### src/rtl/masked_cam_pkg.sv
package masked_cam_pkg;
  // Default geometry of the associative array.
  parameter int unsigned CAM_WORDS_DEF = 8;
  parameter int unsigned CAM_WIDTH_DEF = 16;
  // Depth of the reset release synchronizer.
  parameter int unsigned CAM_RST_STAGES = 2;
endpackage

### src/rtl/cam_rst_sync.sv
module cam_rst_sync #(
  parameter int unsigned STAGES = 2
) (
  input  logic clk,
  input  logic rst_n,
  output logic rst_n_sync
);
  logic [STAGES-1:0] chain_q;
  logic [STAGES-1:0] chain_d;

  always_comb begin
    chain_d = {chain_q[STAGES-2:0], 1'b1};
  end

  always_ff @(posedge clk or negedge rst_n) begin
    if (!rst_n) chain_q <= '0;
    else        chain_q <= chain_d;
  end

  assign rst_n_sync = chain_q[STAGES-1];
endmodule

### src/rtl/cam_row.sv
module cam_row #(
  parameter int unsigned WIDTH = 16
) (
  input  logic             clk,
  input  logic             rst_n,
  input  logic             wr_en,
  input  logic [WIDTH-1:0] wr_data,
  input  logic [WIDTH-1:0] cmp_arg,
  input  logic [WIDTH-1:0] cmp_mask,
  output logic [WIDTH-1:0] row_data,
  output logic             row_hit
);
  logic             vld_q, vld_d;
  logic [WIDTH-1:0] word_q, word_d;
  logic [WIDTH-1:0] col_ok;

  // Next state: the valid flag sets on a write, and the word loads under its enable.
  always_comb begin
    vld_d  = vld_q | wr_en;
    word_d = wr_en ? wr_data : word_q;
  end

  always_ff @(posedge clk or negedge rst_n) begin
    if (!rst_n) vld_q <= 1'b0;
    else        vld_q <= vld_d;
  end

  // Data storage has no reset. A clock enable guards it.
  always_ff @(posedge clk) begin
    if (wr_en) word_q <= word_d;
  end

  // A column agrees when it is masked off or its stored bit equals the probe bit.
  always_comb begin
    col_ok  = (word_q ~^ cmp_arg) | ~cmp_mask;
    row_hit = vld_q & (&col_ok);
  end

  assign row_data = word_q;

  // a row that has never been written cannot report a match
  assert_invalid_no_hit_R9: assert property (@(posedge clk) disable iff (!rst_n)
    !vld_q |-> !row_hit);

  // a write leaves the row valid, holding the written word
  assert_write_valid_R2: assert property (@(posedge clk) disable iff (!rst_n)
    wr_en |=> (vld_q && row_data == $past(wr_data)));
endmodule

### src/rtl/cam_prio.sv
module cam_prio #(
  parameter int unsigned N     = 8,
  parameter int unsigned IDX_W = 3
) (
  input  logic [N-1:0]     req,
  output logic             found,
  output logic [IDX_W-1:0] idx
);
  // Scan from the top down so that the lowest requesting index wins.
  always_comb begin
    found = 1'b0;
    idx   = '0;
    for (int i = N - 1; i >= 0; i--) begin
      if (req[i]) begin
        found = 1'b1;
        idx   = IDX_W'(i);
      end
    end
  end

  // a reported index always points at a requesting row
  always_comb begin
    if (found) assert_pick_valid_R6: assert (req[idx]);
  end
endmodule

### src/rtl/masked_cam.sv
module masked_cam
  import masked_cam_pkg::*;
#(
  parameter int unsigned WORDS = CAM_WORDS_DEF,
  parameter int unsigned WIDTH = CAM_WIDTH_DEF,
  localparam int unsigned IDX_W = (WORDS > 1) ? $clog2(WORDS) : 1
) (
  input  logic             clk,
  input  logic             rst_n,
  input  logic             wr_en,
  input  logic [IDX_W-1:0] wr_row,
  input  logic [WIDTH-1:0] wr_data,
  input  logic             search_en,
  input  logic [WIDTH-1:0] search_arg,
  input  logic [WIDTH-1:0] search_mask,
  output logic [WORDS-1:0] match_vec,
  output logic             hit,
  output logic [IDX_W-1:0] hit_row,
  output logic [WIDTH-1:0] hit_data
);
  logic irst_n;

  cam_rst_sync #(.STAGES(CAM_RST_STAGES)) u_rst (
    .clk        (clk),
    .rst_n      (rst_n),
    .rst_n_sync (irst_n)
  );

  logic [WORDS-1:0]            row_hit;
  logic [WORDS-1:0][WIDTH-1:0] row_data;

  // One storage and compare slice per row. The compare sees the contents held before the current edge.
  for (genvar r = 0; r < WORDS; r++) begin : g_row
    logic row_we;
    assign row_we = wr_en && (wr_row == IDX_W'(r));
    cam_row #(.WIDTH(WIDTH)) u_row (
      .clk      (clk),
      .rst_n    (irst_n),
      .wr_en    (row_we),
      .wr_data  (wr_data),
      .cmp_arg  (search_arg),
      .cmp_mask (search_mask),
      .row_data (row_data[r]),
      .row_hit  (row_hit[r])
    );
  end

  logic             pick_found;
  logic [IDX_W-1:0] pick_idx;

  cam_prio #(.N(WORDS), .IDX_W(IDX_W)) u_prio (
    .req   (row_hit),
    .found (pick_found),
    .idx   (pick_idx)
  );

  logic [WORDS-1:0] match_q, match_d;
  logic             hit_q, hit_d;
  logic [IDX_W-1:0] row_q, row_d;
  logic [WIDTH-1:0] data_q, data_d;

  // Next state: load on a search strobe and hold otherwise.
  always_comb begin
    match_d = match_q;
    hit_d   = hit_q;
    row_d   = row_q;
    data_d  = data_q;
    if (search_en) begin
      match_d = row_hit;
      hit_d   = pick_found;
      row_d   = pick_idx;
      data_d  = pick_found ? row_data[pick_idx] : '0;
    end
  end

  always_ff @(posedge clk or negedge irst_n) begin
    if (!irst_n) begin
      match_q <= '0;
      hit_q   <= 1'b0;
      row_q   <= '0;
      data_q  <= '0;
    end else begin
      match_q <= match_d;
      hit_q   <= hit_d;
      row_q   <= row_d;
      data_q  <= data_d;
    end
  end

  assign match_vec = match_q;
  assign hit       = hit_q;
  assign hit_row   = row_q;
  assign hit_data  = data_q;

  // Rows below the reported index, used by the lowest-match check.
  logic [WORDS-1:0] below_row;
  always_comb begin
    for (int i = 0; i < WORDS; i++) below_row[i] = (IDX_W'(i) < row_q);
  end

  // the results hold on every edge without a search
  assert_hold_R5: assert property (@(posedge clk) disable iff (!irst_n)
    !search_en |=> ($stable(match_vec) && $stable(hit) && $stable(hit_data)));

  // a hit points at the lowest set bit of the match vector
  assert_lowest_R6: assert property (@(posedge clk) disable iff (!irst_n)
    hit |-> (match_vec[hit_row] && ((match_vec & below_row) == '0)));

  // a miss reports a zero index and zero data
  assert_miss_zero_R7: assert property (@(posedge clk) disable iff (!irst_n)
    !hit |-> (hit_row == '0 && hit_data == '0));

  // the hit flag agrees with the match vector
  assert_hit_vec_R4: assert property (@(posedge clk) disable iff (!irst_n)
    hit == (match_vec != '0));
endmodule

### config.mk
export PLATFORM = sky130hd
export DESIGN_NAME = masked_cam
export DESIGN_NICKNAME = d
export VERILOG_FILES = /design/src/rtl/masked_cam_pkg.sv /design/src/rtl/cam_rst_sync.sv /design/src/rtl/cam_row.sv /design/src/rtl/cam_prio.sv /design/src/rtl/masked_cam.sv
export SDC_FILE = /design/constraint.sdc
export NUM_CORES = 1
export LEC_CHECK = 0
export BUFFER_PORTS_ARGS = -buffer_cell sky130_fd_sc_hd__buf_4
export CAP_MARGIN = 25
export CORE_MARGIN = 2
export CORE_UTILIZATION = 54
export DETAILED_ROUTE_END_ITERATION = 8
export HOLD_SLACK_MARGIN = 0.12
export PLACE_DENSITY = 0.87
export SLEW_MARGIN = 0
export SYNTH_ARGS = -nofsm -noshare
export SYNTH_HDL_FRONTEND = slang
export SYNTH_SLANG_ARGS = --single-unit
export TNS_END_PERCENT = 20
### constraint.sdc
create_clock -name clk -period 1.2 [get_ports clk]
set_clock_uncertainty 0.15 [all_clocks]
set_input_delay 0.06 -clock clk [delete_from_list [all_inputs] [get_ports clk]]
set_output_delay 0.06 -clock clk [all_outputs]
set_load 0.05 [all_outputs]
# == After elaboration in Yosys (flattened, before gate mapping) ==
# Index checks and enable logic that the tools add are counted.
# word_totals
regBits,166
latch_bits,0
mem_bits_rw,0
romBits,0
inputBits,55
output_inout_bits,28
word_cells,98
mem_count,0
# classes
addsub,0
multipliers,0
n_div,0
n_lt_le_gt_ge,1
n_eq_ne,7
shifts,0
mux,19
n_bitwise,33
n_reduce_logical,17
# op_table
operator,n
$or A16 B16 Y16,8
$reduce_and A16 Y1,8
$xnor A16 B16 Y16,8
$bmux W16 S3,1
$mux W16,2
$mux W3,8
$not A16 Y16,1
$eq A3 B3 Y1 const B,4
$and A1 B1 Y1,8
$logic_and A1 B1 Y1,8
$mux W1,8
$or A1 B1 Y1,8
$eq A3 B2 Y1 const B,2
$lt A3 B4 Y1 const B,1
$eq A3 B1 Y1 const B,1
$logic_not A3 Y1,1

# == Depth between registers and ports, before layout ==
# Gate-level depths: netlist of the first run.
# depth
word_depth,15
mapped_depth,11
ltp_nobuf,9

# == Hierarchy ==
# A second synthesis of the first run with hierarchy kept.
# hier_totals
hier_cells,564
hier_area_um2,8177.8
# modules_own_cells
mod,n_inst,cells_per_inst,area_per_inst_um2,seq_area_each_um2
cam_row,8,45,737.0,505.5
masked_cam,1,188,2148.3,700.7
cam_prio,1,13,80.1,0.0
cam_rst_sync,1,3,53.8,50.0

# == Worst setup path after synthesis of the first run ==
# Ideal clock, no wire load.
# synth_timing
path_type,register to register
from,register g_row[3].u_row.word_q[6]
to,"register data_q[12], in the netlist hit_data[12]"
setup_ns,0.126
arrival_time_ns,2.486
t_required_ns,0.924
setup_slack_ns,-1.562
path_stages_with_launch,11
n_path_buf,1
synth_period_minus_slack_ns,2.762
path_cell_list,edfxtp_1 xor2_1 a22oi_1 nand4_1 a2111oi_4 o21bai_2 nor2_8 buf_12 mux2i_1 a211oi_1 a221o_1
# synth_via
elab_chain_cells,11
elab_cells_between_ends,15
cone_classes,11 x mux; 3 x bitwise; 1 x reduce/logical
# synth_lines
element,line,source
start: declaration,cam_row.sv:14,"logic [WIDTH-1:0] word_q, word_d;"
start signal: assignment,cam_row.sv:30,if (wr_en) word_q <= word_d;
$xnor A16 B16 Y16 *,cam_row.sv:35,col_ok = (word_q ~^ cmp_arg) | ~cmp_mask;
$or A16 B16 Y16 *,cam_row.sv:35,
$reduce_and A16 Y1 *,cam_row.sv:36,row_hit = vld_q & (&col_ok);
$and A1 B1 Y1 *,cam_row.sv:36,
$mux W3 (4 in a row),cam_prio.sv:14,if (req[i]) begin
$bmux W16 S3,masked_cam.sv:72,data_d = pick_found ? row_data[pick_idx] : '0;
$mux W16 (not written as such),masked_cam.sv:72,
$mux W16 *,masked_cam.sv:72,
end signal: assignment,masked_cam.sv:86,data_q <= data_d;
end: declaration,masked_cam.sv:60,"logic [WIDTH-1:0] data_q, data_d;"
# Mark *: on every way between the ends. The rest lies on a longest branch, timed or not. The select of a mux whose other input is x is not followed.
# A chain may end at the register's enable or synchronous reset.

# == Worst setup path in the final report of the first run ==
# layout_timing
from,register g_row[1].u_row.word_q[5]
to,"register data_q[2], in the netlist hit_data[2]"
# layout_via
elab_chain_cells,9
elab_cells_between_ends,11
cone_classes,7 x mux; 3 x bitwise; 1 x reduce/logical
# layout_lines
element,line
start: declaration,cam_row.sv:14
start signal: assignment,cam_row.sv:30
$xnor A16 B16 Y16 *,cam_row.sv:35
$or A16 B16 Y16 *,cam_row.sv:35
$reduce_and A16 Y1 *,cam_row.sv:36
$and A1 B1 Y1 *,cam_row.sv:36
$mux W3 (2 in a row),cam_prio.sv:14
$bmux W16 S3,masked_cam.sv:72
$mux W16 (not written as such),masked_cam.sv:72
$mux W16 *,masked_cam.sv:72
# Marked as above.

==> impl_metrics.env, run 1 <==
export IMPL_whs_ns=-0.0190
export IMPL_grt_max_degree=37
export IMPL_ys_flop_type="edfxtp_1"
export IMPL_firstDrtPassIters=8
export IMPL_criticalPathCategory="flip-flop to flip-flop"
export IMPL_grt_pass1_vias=7436
export IMPL_placed_area_um2=10600
export IMPL_holdPathStages=3
export IMPL_fillerInstances=836
export IMPL_drv_slew=0
export IMPL_fmax_mhz=299
export IMPL_track_usage_pct=37.1
export IMPL_clkLatencyLatePin_ns=0.45
export IMPL_final_util_pct=78.1
export IMPL_core_area_um2=15700
export IMPL_swShare_pct=28.1
export IMPL_ys_seq_area_share_pct=55.7
export IMPL_p_total_w=0.0148
export IMPL_synth_cells=653
export IMPL_fin_nets=959
export IMPL_portBuffers=82
export IMPL_setup_viol=56
export IMPL_critPathRequiredTime_ns=1.43
export IMPL_drt_wl_total_mm=32.1
export IMPL_synth_area_um2=8610
export IMPL_period_needed_ns=3.35
export IMPL_vdd_ir_drop_max_uv=1190
export IMPL_synth_seq_cells=166
export IMPL_critPathMaxFanout=4
export IMPL_crit_arrival_ns=3.58
export IMPL_r2r_cells=12
export IMPL_antenna_cells=0
export IMPL_max_slew_margin_pct=56.6
export IMPL_cp_end_kind="flip-flop"
export IMPL_dieArea_um2=17000
export IMPL_grt_pass1_wl_mm=44.6
export IMPL_synth_cell_types=50
export IMPL_start_kind="flip-flop"
export IMPL_final_area_um2=12300
export IMPL_io_pins=83
export IMPL_drive_gt1_share_pct=45.4
export IMPL_clkSinkCount=166
export IMPL_grt_ovfl_total=0
export IMPL_rows=46
export IMPL_synth_edf_count=128
export IMPL_p_per_area_nw_per_um2=1210
export IMPL_cts_buffers=17
export IMPL_dieWidth_um=130
export IMPL_yosys_warnings=0
export IMPL_start_util_pct=54.8
export IMPL_clockRootBuffer="clkbuf_16"
export IMPL_p_leak_nw=4.79
export IMPL_h_tree_depth=4
export IMPL_final_cell_mix="buf_4, edfxtp_1, xor2_1"
export IMPL_p_int_w=0.0107
export IMPL_rsz0062_at_grt="true"
export IMPL_hold_buffers=20
export IMPL_pwr_share_comb_pct=18.2
export IMPL_hpwlAfterDp_mm=19.9
export IMPL_clk_pin_slew_ns=0.07
export IMPL_final_common_cell="buf_4"
export IMPL_ant_nets=0
export IMPL_vias=7488
export IMPL_place_gp_congestion=1.06
export IMPL_hold_viol=32
export IMPL_pwr_share_clk_pct=37.3
export IMPL_min_period_over_period_pct=279
export IMPL_syn_area_per_cell_um2=13.2
export IMPL_area_delta_synth_final_pct=42.5
export IMPL_seqPwrFrac_pct=44.5
export IMPL_violations="hold timing, setup timing"
export IMPL_synth_fp_nets=708
export IMPL_wl_per_cell_um=28.3
export IMPL_tightestPinTransition_ns=0.648
export IMPL_switchingPower_w=0.00417
export IMPL_drt_iter0_drc=1235
export IMPL_drv_cap=0
export IMPL_multi_input_comb_area_um2=4030
export IMPL_finalSetupTns_ns=-47.71
export IMPL_ff_latch_area_um2=4800
export IMPL_cts_tree="yes"
export IMPL_vias_per_cell=6.61
export IMPL_antenna_found_initial=0
export IMPL_status="complete, but fails checks"
export IMPL_async_flop_share_pct=22.9
export IMPL_hp_class="primary input to flip-flop"
export IMPL_clockBufferDepth=2
export IMPL_drc=0
export IMPL_die_y_um=130
export IMPL_setup_ws_ns=-2.15
[synth_stat cells, types with 2 or more instances]
cell / number / share of area (%)
edfxtp_1: 128 / 45
xor2_1: 128 / 13
a22oi_1: 55 / 4.8
dfrtp_1: 38 / 11
mux2i_1: 32 / 3.7
nand2_1: 29 / 1.3
a211oi_1: 28 / 2.4
clkbuf_1: 21 / 0.92
o22ai_1: 18 / 1.3
nand4_1: 17 / 1.2
nor2_1: 12 / 0.52
o211ai_1: 11 / 0.96
a21oi_1: 10 / 0.58
or2_2: 10 / 0.73
a22o_1: 9 / 0.92
buf_2: 9 / 0.52
buf_4: 9 / 0.78
mux2_2: 9 / 1.2
nor4b_2: 9 / 1.6
a211oi_2: 8 / 1.2
a221o_1: 8 / 0.93
buf_6: 8 / 1.0
nor3_1: 6 / 0.35
buf_1: 4 / 0.17
nand2b_1: 4 / 0.29
or3_1: 3 / 0.22
a2111oi_2: 2 / 0.35
a211o_1: 2 / 0.20
buf_12: 2 / 0.46
inv_1: 2 / 0.087
nor2b_1: 2 / 0.15
o21ai_0: 2 / 0.12
[what timing repair did]
item,4_1_cts,5_1_grt
setup buffers,19,5
setup endpoints to repair,56,56
endpoints found under the hold margin,322,102
pin swaps,21,39
gates resized for setup,79,56
cloned,3,2
[final cells by class]
class / count / share of cell area [%]
flip-flops and latches: 166 / 39.1
multi-input cells: 434 / 32.8
repair buffers: 282 / 21.1
clock buffers: 18 / 3.50
well taps: 216 / 2.20
clock inverters: 14 / 1.24
inverters: 3 / 0.0918
[routing by layer]
layer	track usage (%)	share of wire (%)
met1	44.6	34
met2	57.6	45
met3	9.39	12
met4	28.1	8.6
met5	0	0
[metrics by stage]
step	instances	setup slack (ns)
after floorplan	653	-1.52
after global placement	1052	-1.98
after detailed placement	1052	-2.04
after CTS	1126	-1.82
after global routing	1133	-2.18
final	1133	-2.15
[power groups by stage]
stage | clock network (W) | logic, W | registers, W
after CTS | 0.00547 | 0.00242 | 0.00658
after floorplan | 0 | 0.000962 | 0.00685
after global routing | 0.00574 | 0.00277 | 0.00661
after global placement | 0 | 0.00211 | 0.00667
final | 0.00554 | 0.00270 | 0.00660
after detailed placement | 0 | 0.00217 | 0.00669
[final timing paths]
check                                           start                    endpoint  slack, ns
setup / recovery           g_row[1].u_row.row_data[5]                 hit_data[2]      -2.15
hold / removal                              wr_row[2]  g_row[2].u_row.row_data[4]      -0.02
setup reg to reg           g_row[1].u_row.row_data[5]                 hit_data[2]      -2.15
hold reg to reg                      u_rst.chain_q[1]                 hit_data[0]       0.09
max in group asynchronous                       rst_n            u_rst.chain_q[1]       0.45
min in group asynchronous            u_rst.chain_q[1]                 hit_data[0]       0.09
[registers in the layout, summed over array words and instances (netlist names)]
register	cells
g_row.u_row.row_data	128
g_row.u_row.vld_q	8
hit	1
hit_data	16
hit_row	3
match_vec	8
u_rst.chain_q	2
[critical path, stage by stage, from the launching register on]
cell and delay [ns]:
edfxtp_1 0.42, xor2_1 0.17, a22oi_1 0.34, nand4_1 0.45, a2111oi_4 0.44, buf_4 0.19
inv_1 0.12, buf_4 0.17, o2111ai_2 0.12, buf_4 0.21, a21oi_1 0.09, a211oi_1 0.24
a221o_1 0.15
[cells by family (layout without fill, tap and decap cells)]
family                 after synthesis  after routing  share of synthesized area (%)
flip-flops                         166            166                           55.7
AO/OA/AOI/OAI                      162            163                           15.3
XOR/XNOR                           128            128                           13.0
AND/OR/NAND/NOR                     99            101                           7.08
buffers and inverters               56            317                           4.04
multiplexers                        41             41                           4.90
other                                1              1                         0.0435
Note: power is estimated with default switching activity, not from simulation.
==> run 2, diff against run 1 <==
==> constraint.sdc (replaced) <==
create_clock -name clk -period 1.2 [get_ports clk]
set_clock_uncertainty 0.15 [all_clocks]
set_input_delay 0 -clock clk [delete_from_list [all_inputs] [get_ports clk]]
set_output_delay 0 -clock clk [all_outputs]
set_load 0.05 [all_outputs]
==> run 2 against run 1 <==
  * The run still ends with hold timing, setup timing left
  * Combinational power up 4%
  * Setup slack worse by 0.085 ns
  * Critical path depth up 1
  * First-iteration DRC count up 18%
  * Highest routed layer unchanged
  * Largest power group unchanged
  * Critical path type unchanged
  * Die area unchanged
  * Global-route usage up 1.2 points
  * Via count up 6.8%
  * Sequential power about the same
==> impl_metrics.env, run 2 (synthesis gave the netlist of run 1 again) <==
export IMPL_status="complete, but fails checks"
export IMPL_violations="hold timing, setup timing"
export IMPL_hold_buffers=20
export IMPL_cts_tree="yes"
export IMPL_largest_reg_flops=128
export IMPL_final_cell_mix="buf_4, edfxtp_1, xor2_1"
export IMPL_start_kind="flip-flop"
export IMPL_drv_cap=0
export IMPL_area_delta_synth_final_pct=44.9
export IMPL_crit_arrival_ns=3.61
export IMPL_min_period_over_period_pct=286
export IMPL_rsz0062_at_grt="true"
export IMPL_place_gp_congestion=1.01
export IMPL_whs_ns=-0.0559
export IMPL_finalSetupTns_ns=-49.17
export IMPL_fin_nets=970
export IMPL_drive_gt1_share_pct=48.0
export IMPL_final_common_cell="buf_4"
export IMPL_p_total_w=0.0154
export IMPL_firstDrtPassIters=8
export IMPL_antenna_found_initial=0
export IMPL_hpwlAfterDp_mm=18.9
export IMPL_drv_slew=0
export IMPL_critPathRequiredTime_ns=1.38
export IMPL_critPathMaxFanout=5
export IMPL_h_tree_depth=4
export IMPL_max_slew_margin_pct=46.5
export IMPL_core_area_um2=15700
export IMPL_drt_wl_total_mm=35.4
export IMPL_grt_pass1_wl_mm=46.1
export IMPL_antenna_cells=0
export IMPL_vias=8000
export IMPL_hp_class="primary input to flip-flop"
export IMPL_p_per_area_nw_per_um2=1230
export IMPL_dieArea_um2=17000
export IMPL_clockBufferDepth=2
export IMPL_tightestPinTransition_ns=0.800
export IMPL_wl_per_cell_um=31.0
export IMPL_period_needed_ns=3.43
export IMPL_drt_iter0_drc=1453
export IMPL_setup_viol=32
export IMPL_ant_nets=0
export IMPL_dieWidth_um=130
export IMPL_dpl_cell_count=1042
export IMPL_io_pins=83
export IMPL_grt_ovfl_total=0
export IMPL_hold_viol=32
export IMPL_grt_max_degree=37
export IMPL_cts_buffers=17
export IMPL_clkLatencyLatePin_ns=0.45
export IMPL_criticalPathCategory="flip-flop to flip-flop"
export IMPL_setup_ws_ns=-2.23
export IMPL_drc=0
export IMPL_clkSinkCount=166
export IMPL_final_cells=1144
export IMPL_fillerInstances=790
export IMPL_portBuffers=82
export IMPL_fmax_mhz=291
export IMPL_clk_pin_slew_ns=0.07
export IMPL_rows=46
export IMPL_grt_pass1_vias=7675
export IMPL_start_util_pct=54.8
export IMPL_clockRootBuffer="clkbuf_16"
export IMPL_p_leak_nw=4.90
export IMPL_cp_end_kind="flip-flop"
export IMPL_vdd_ir_drop_max_uv=1300
export IMPL_track_usage_pct=38.3
export IMPL_vias_per_cell=6.99
export IMPL_die_y_um=130
==> run 2: cell count changes in the layout (fill, tap and decap cells not counted), sizes merged, moves of 2 or more <==
cell and delta:
clkinvlp +2, bufinv +2, buf +13, clkinv -2
==> run 2: repair_timing <==
action / 4_1_cts / 5_1_grt
endpoints found under the setup margin: 31 / 173
gates resized for setup: 62 / 82
endpoints found under the hold margin: 324 / 146
pin swaps: 41 / 41
gates cloned: 5 / 3
setup buffers: 37 / 15
==> run 2: power by group <==
| group | total [W] | internal (W) | switching (W) |
|---|---|---|---|
| logic | 0.00281 | 0.00116 | 0.00165 |
| clock network | 0.00595 | 0.00349 | 0.00246 |
| registers | 0.00660 | 0.00643 | 0.000173 |
==> run 2: stage by stage <==
step	util, %	instance area [um2]	hold slack [ns]	worst slack [ns]
after floorplan	-	8670	-0.446	-1.52
final	79.4	12500	-0.0559	-2.23
after global placement	66.5	10400	-0.367	-2.01
after CTS	76.4	12000	-0.0740	-1.80
after detailed placement	66.5	10400	-0.366	-1.99
after global routing	79.4	12500	-0.0473	-2.23
==> run 2: critical path, cell delays in order, from the launching register on <==
cell       delay (ns)
edfxtp_1         0.42
xor2_1           0.18
a22oi_1          0.30
buf_4            0.23
nand4_1          0.17
or3_4            0.43
o211ai_1         0.14
buf_4            0.19
buf_4            0.12
o2111ai_4        0.17
buf_6            0.20
a21oi_1          0.25
a211oi_2         0.08
a221o_1          0.28
==> run 2: path summary, 6_finish.rpt <==
kind / startpoint / to / slack [ns] / depth (start not counted)
worst min-delay path: wr_row[2] / g_row[0].u_row.row_data[3] / -0.06 / 3
worst min register to register: u_rst.chain_q[1] / hit_data[0] / 0.09 / 1
max in group asynchronous: rst_n / u_rst.chain_q[1] / 0.50 / 3
worst max register to register: g_row[4].u_row.row_data[1] / hit_data[3] / -2.23 / 13
min in group asynchronous: u_rst.chain_q[1] / hit_data[0] / 0.09 / 1
worst max-delay path: g_row[4].u_row.row_data[1] / hit_data[3] / -2.23 / 13
==> run 2: cell type report <==
| cell class | instances | area [um2] | share of cell area, % |
|---|---|---|---|
| Inverter | 3 | 11.3 | 0.0902 |
| Tap cell | 216 | 270 | 2.17 |
| Timing Repair Buffer | 294 | 2660 | 21.3 |
| Sequential cell | 166 | 4800 | 38.4 |
| Multi-Input combinational cell | 433 | 4120 | 33.0 |
| Clock inverter | 15 | 203 | 1.62 |
| Clock buffer | 17 | 425 | 3.41 |
==> run 2: layer usage <==
layer	track usage (%)	wire length (um)	vias up
li1	-	-	3007
met1	46.3	11500	3774
met2	60.2	15500	878
met3	11.1	4890	341
met4	24.7	3560	0
met5	0	0	-
==> run 3, diff against run 2 <==
CORE_UTILIZATION = 25   (was 54)
PLACE_DENSITY = 0.5   (was 0.87)
SYNTH_HIERARCHICAL = 1   (was default)
clock period = 4.4 ns   (was 1.2 ns; I/O delays follow)
==> run 3 against run 2 <==
  * The flow now finishes without violations
  * Flip-flop and latch count unchanged
  * Critical endpoint is now hit_data[5]
  * Total power decreased by 75%
  * Setup slack improved by 2.9 ns
  * Core utilization decreased by 47 points
  * Area after synthesis decreased by 5.0%
  * Worst hold slack improved by 0.19 ns
  * Critical path depth decreased by 3
  * Non-clock buffer count decreased by 161
  * Largest power group unchanged
==> impl_metrics.env, run 3 <==
export IMPL_fmax_mhz=265
export IMPL_fin_nets=755
export IMPL_hold_viol=0
export IMPL_p_per_area_nw_per_um2=370
export IMPL_netlist_area_leader_share_pct=47.0
export IMPL_largest_reg_flops=128
export IMPL_cts_tree="yes"
export IMPL_p_leak_nw=3.79
export IMPL_start_kind="flip-flop"
export IMPL_setup_ws_ns=0.630
export IMPL_area_delta_synth_final_pct=27.0
export IMPL_synth_area_leader_cell="edfxtp_1"
export IMPL_hold_buffers=31
export IMPL_p_total_w=0.00384
export IMPL_yosys_area_share_simple_pct=4.97
export IMPL_place_gp_congestion=0.790
export IMPL_io_pins=83
export IMPL_synth_mux_area_share_pct=9.96
export IMPL_drc=0
export IMPL_ys_seq_area_share_pct=58.6
export IMPL_firstDrtPassIters=5
export IMPL_clk_pin_slew_ns=0.06
export IMPL_cts_setup_buffers=0
export IMPL_min_period_over_period_pct=85.7
export IMPL_vias=5232
export IMPL_hp_class="flip-flop to async pin"
export IMPL_core_area_um2=32400
export IMPL_tightestPinTransition_ns=0.616
export IMPL_synth_area_leaders="edfxtp_1, xor2_1, dfrtp_1"
export IMPL_yosys_warnings=6
export IMPL_cts_buffers=17
export IMPL_fillerInstances=3278
export IMPL_synth_common_cells="edfxtp_1, xor2_1, a22oi_1"
export IMPL_ys_flop_type="edfxtp_1"
export IMPL_synth_adder_area_share_pct=0
export IMPL_clockRootBuffer="clkbuf_16"
export IMPL_clkLatencyLatePin_ns=0.43
export IMPL_drive_gt1_share_pct=29.6
export IMPL_clkSinkCount=166
export IMPL_drt_wl_total_mm=23.7
export IMPL_synth_cells=564
export IMPL_synth_edf_count=128
export IMPL_multi_input_comb_area_um2=3240
export IMPL_synth_cell_types=36
export IMPL_die_y_um=185
export IMPL_synth_fp_nets=619
export IMPL_period_needed_ns=3.77
export IMPL_ant_nets=0
export IMPL_cp_end_kind="flip-flop"
export IMPL_h_tree_depth=4
export IMPL_criticalPathCategory="flip-flop to flip-flop"
export IMPL_ff_latch_area_um2=4800
export IMPL_antenna_found_initial=0
export IMPL_antenna_cells=0
export IMPL_synth_xor_area_share_pct=13.7
export IMPL_dieWidth_um=185
export IMPL_drv_cap=0
export IMPL_syn_area_per_cell_um2=14.5
export IMPL_portBuffers=82
export IMPL_start_util_pct=25.3
export IMPL_grt_max_degree=43
export IMPL_synth_top_family_by_area="XOR/XNOR gates"
export IMPL_rows=66
export IMPL_async_flop_share_pct=22.9
export IMPL_grt_pass1_wl_mm=35.0
export IMPL_crit_arrival_ns=3.90
export IMPL_clockBufferDepth=2
export IMPL_grt_pass1_vias=5477
export IMPL_max_slew_margin_pct=58.9
export IMPL_wl_per_cell_um=20.5
export IMPL_synth_area_um2=8180
export IMPL_drt_iter0_drc=398
export IMPL_rsz0062_at_grt="false"
export IMPL_final_util_pct=32.1
export IMPL_finalSetupTns_ns=0
export IMPL_status="completed"
export IMPL_synth_compound_area_share_pct=10.4
export IMPL_dp_slack_ns=0.849
export IMPL_synth_seq_cells=166
export IMPL_vdd_ir_drop_max_uv=270
export IMPL_final_cell_mix="xor2_1, edfxtp_1, buf_4"
export IMPL_vias_per_cell=4.53
export IMPL_critPathMaxFanout=42
export IMPL_track_usage_pct=14.3
export IMPL_setup_viol=0
export IMPL_grt_ovfl_total=0
export IMPL_drv_slew=0
export IMPL_cts_resized=0
export IMPL_dieArea_um2=34200
export IMPL_critPathRequiredTime_ns=4.54
export IMPL_hpwlAfterDp_mm=16.4
## run 3: changes by cell type after synthesis, sizes merged, moves of 16 or more
cell	before	now
a211oi	37	3
buf	32	14
clkbuf	21	2
mux2	9	39
mux2i	32	0
mux4	0	16
nand2	30	13
## run 3: power by group
part | total, W | switching, W | internal [W]
logic | 0.000473 | 0.000277 | 0.000196
registers | 0.00179 | 0.0000385 | 0.00175
clock network | 0.00158 | 0.000611 | 0.000965
total | 0.00384 | 0.000927 | 0.00291
## run 3: logic make-up after synthesis
group,count (synthesis)
flip-flops,166
XOR/XNOR,128
AO/OA/AOI/OAI,104
AND/OR/NAND/NOR,78
multiplexers,55
buffers and inverters,32
other,1
## run 3: layout make-up
cell class / instances / share of cell area (%)
sequential: 166 / 46.2
clock inverter: 12 / 1.71
clock buffer: 20 / 4.30
timing repair buffer: 133 / 10.7
inverter: 16 / 0.578
tap: 442 / 5.33
multi-input combinational: 366 / 31.2
## run 3: per-stage QoR
stage	area (um2)	hold slack, ns	std cells
after detailed placement	9420	-0.365	1091
after global placement	9420	-0.366	1091
after floorplan	8180	-0.446	564
after global routing	10400	0.170	1155
after CTS	10400	0.152	1154
final	10400	0.130	1155
## run 3: path summary, 6_finish.rpt
check                      cells past startpoint                   startpoint  slack, ns      endpoint
max                                           10  g_row[7].u_row/row_data[13]       0.63   hit_data[5]
min                                            0             u_rst/chain_q[1]       0.13   hit_data[9]
max reg2reg                                   10  g_row[7].u_row/row_data[13]       0.63   hit_data[5]
min reg2reg                                    0             u_rst/chain_q[1]       0.13   hit_data[9]
max in group asynchronous                      1             u_rst/chain_q[1]       3.44   hit_data[6]
min in group clk                               5               search_mask[1]       0.16  match_vec[6]
## run 3: worst max-delay path: stages, from the launching register on
cell and delay (ns):
edfxtp_1 0.40, xor2_1 0.16, a22o_1 0.23, dlygate4sd3_1 0.58, a2111oi_2 0.40, a21oi_1 0.15
o41ai_2 0.38, buf_12 0.31, mux4_1 0.59, nor2_1 0.11, o32ai_1 0.10
## run 3: metal layers
layer | up-vias | global-route usage, % | part of all wire, %
met5 | - | 0 | 0
met4 | 0 | 4.06 | 1.6
met3 | 25 | 2.75 | 4.3
met2 | 140 | 22.2 | 45
met1 | 2624 | 20.1 | 49
li1 | 2443 | - | -
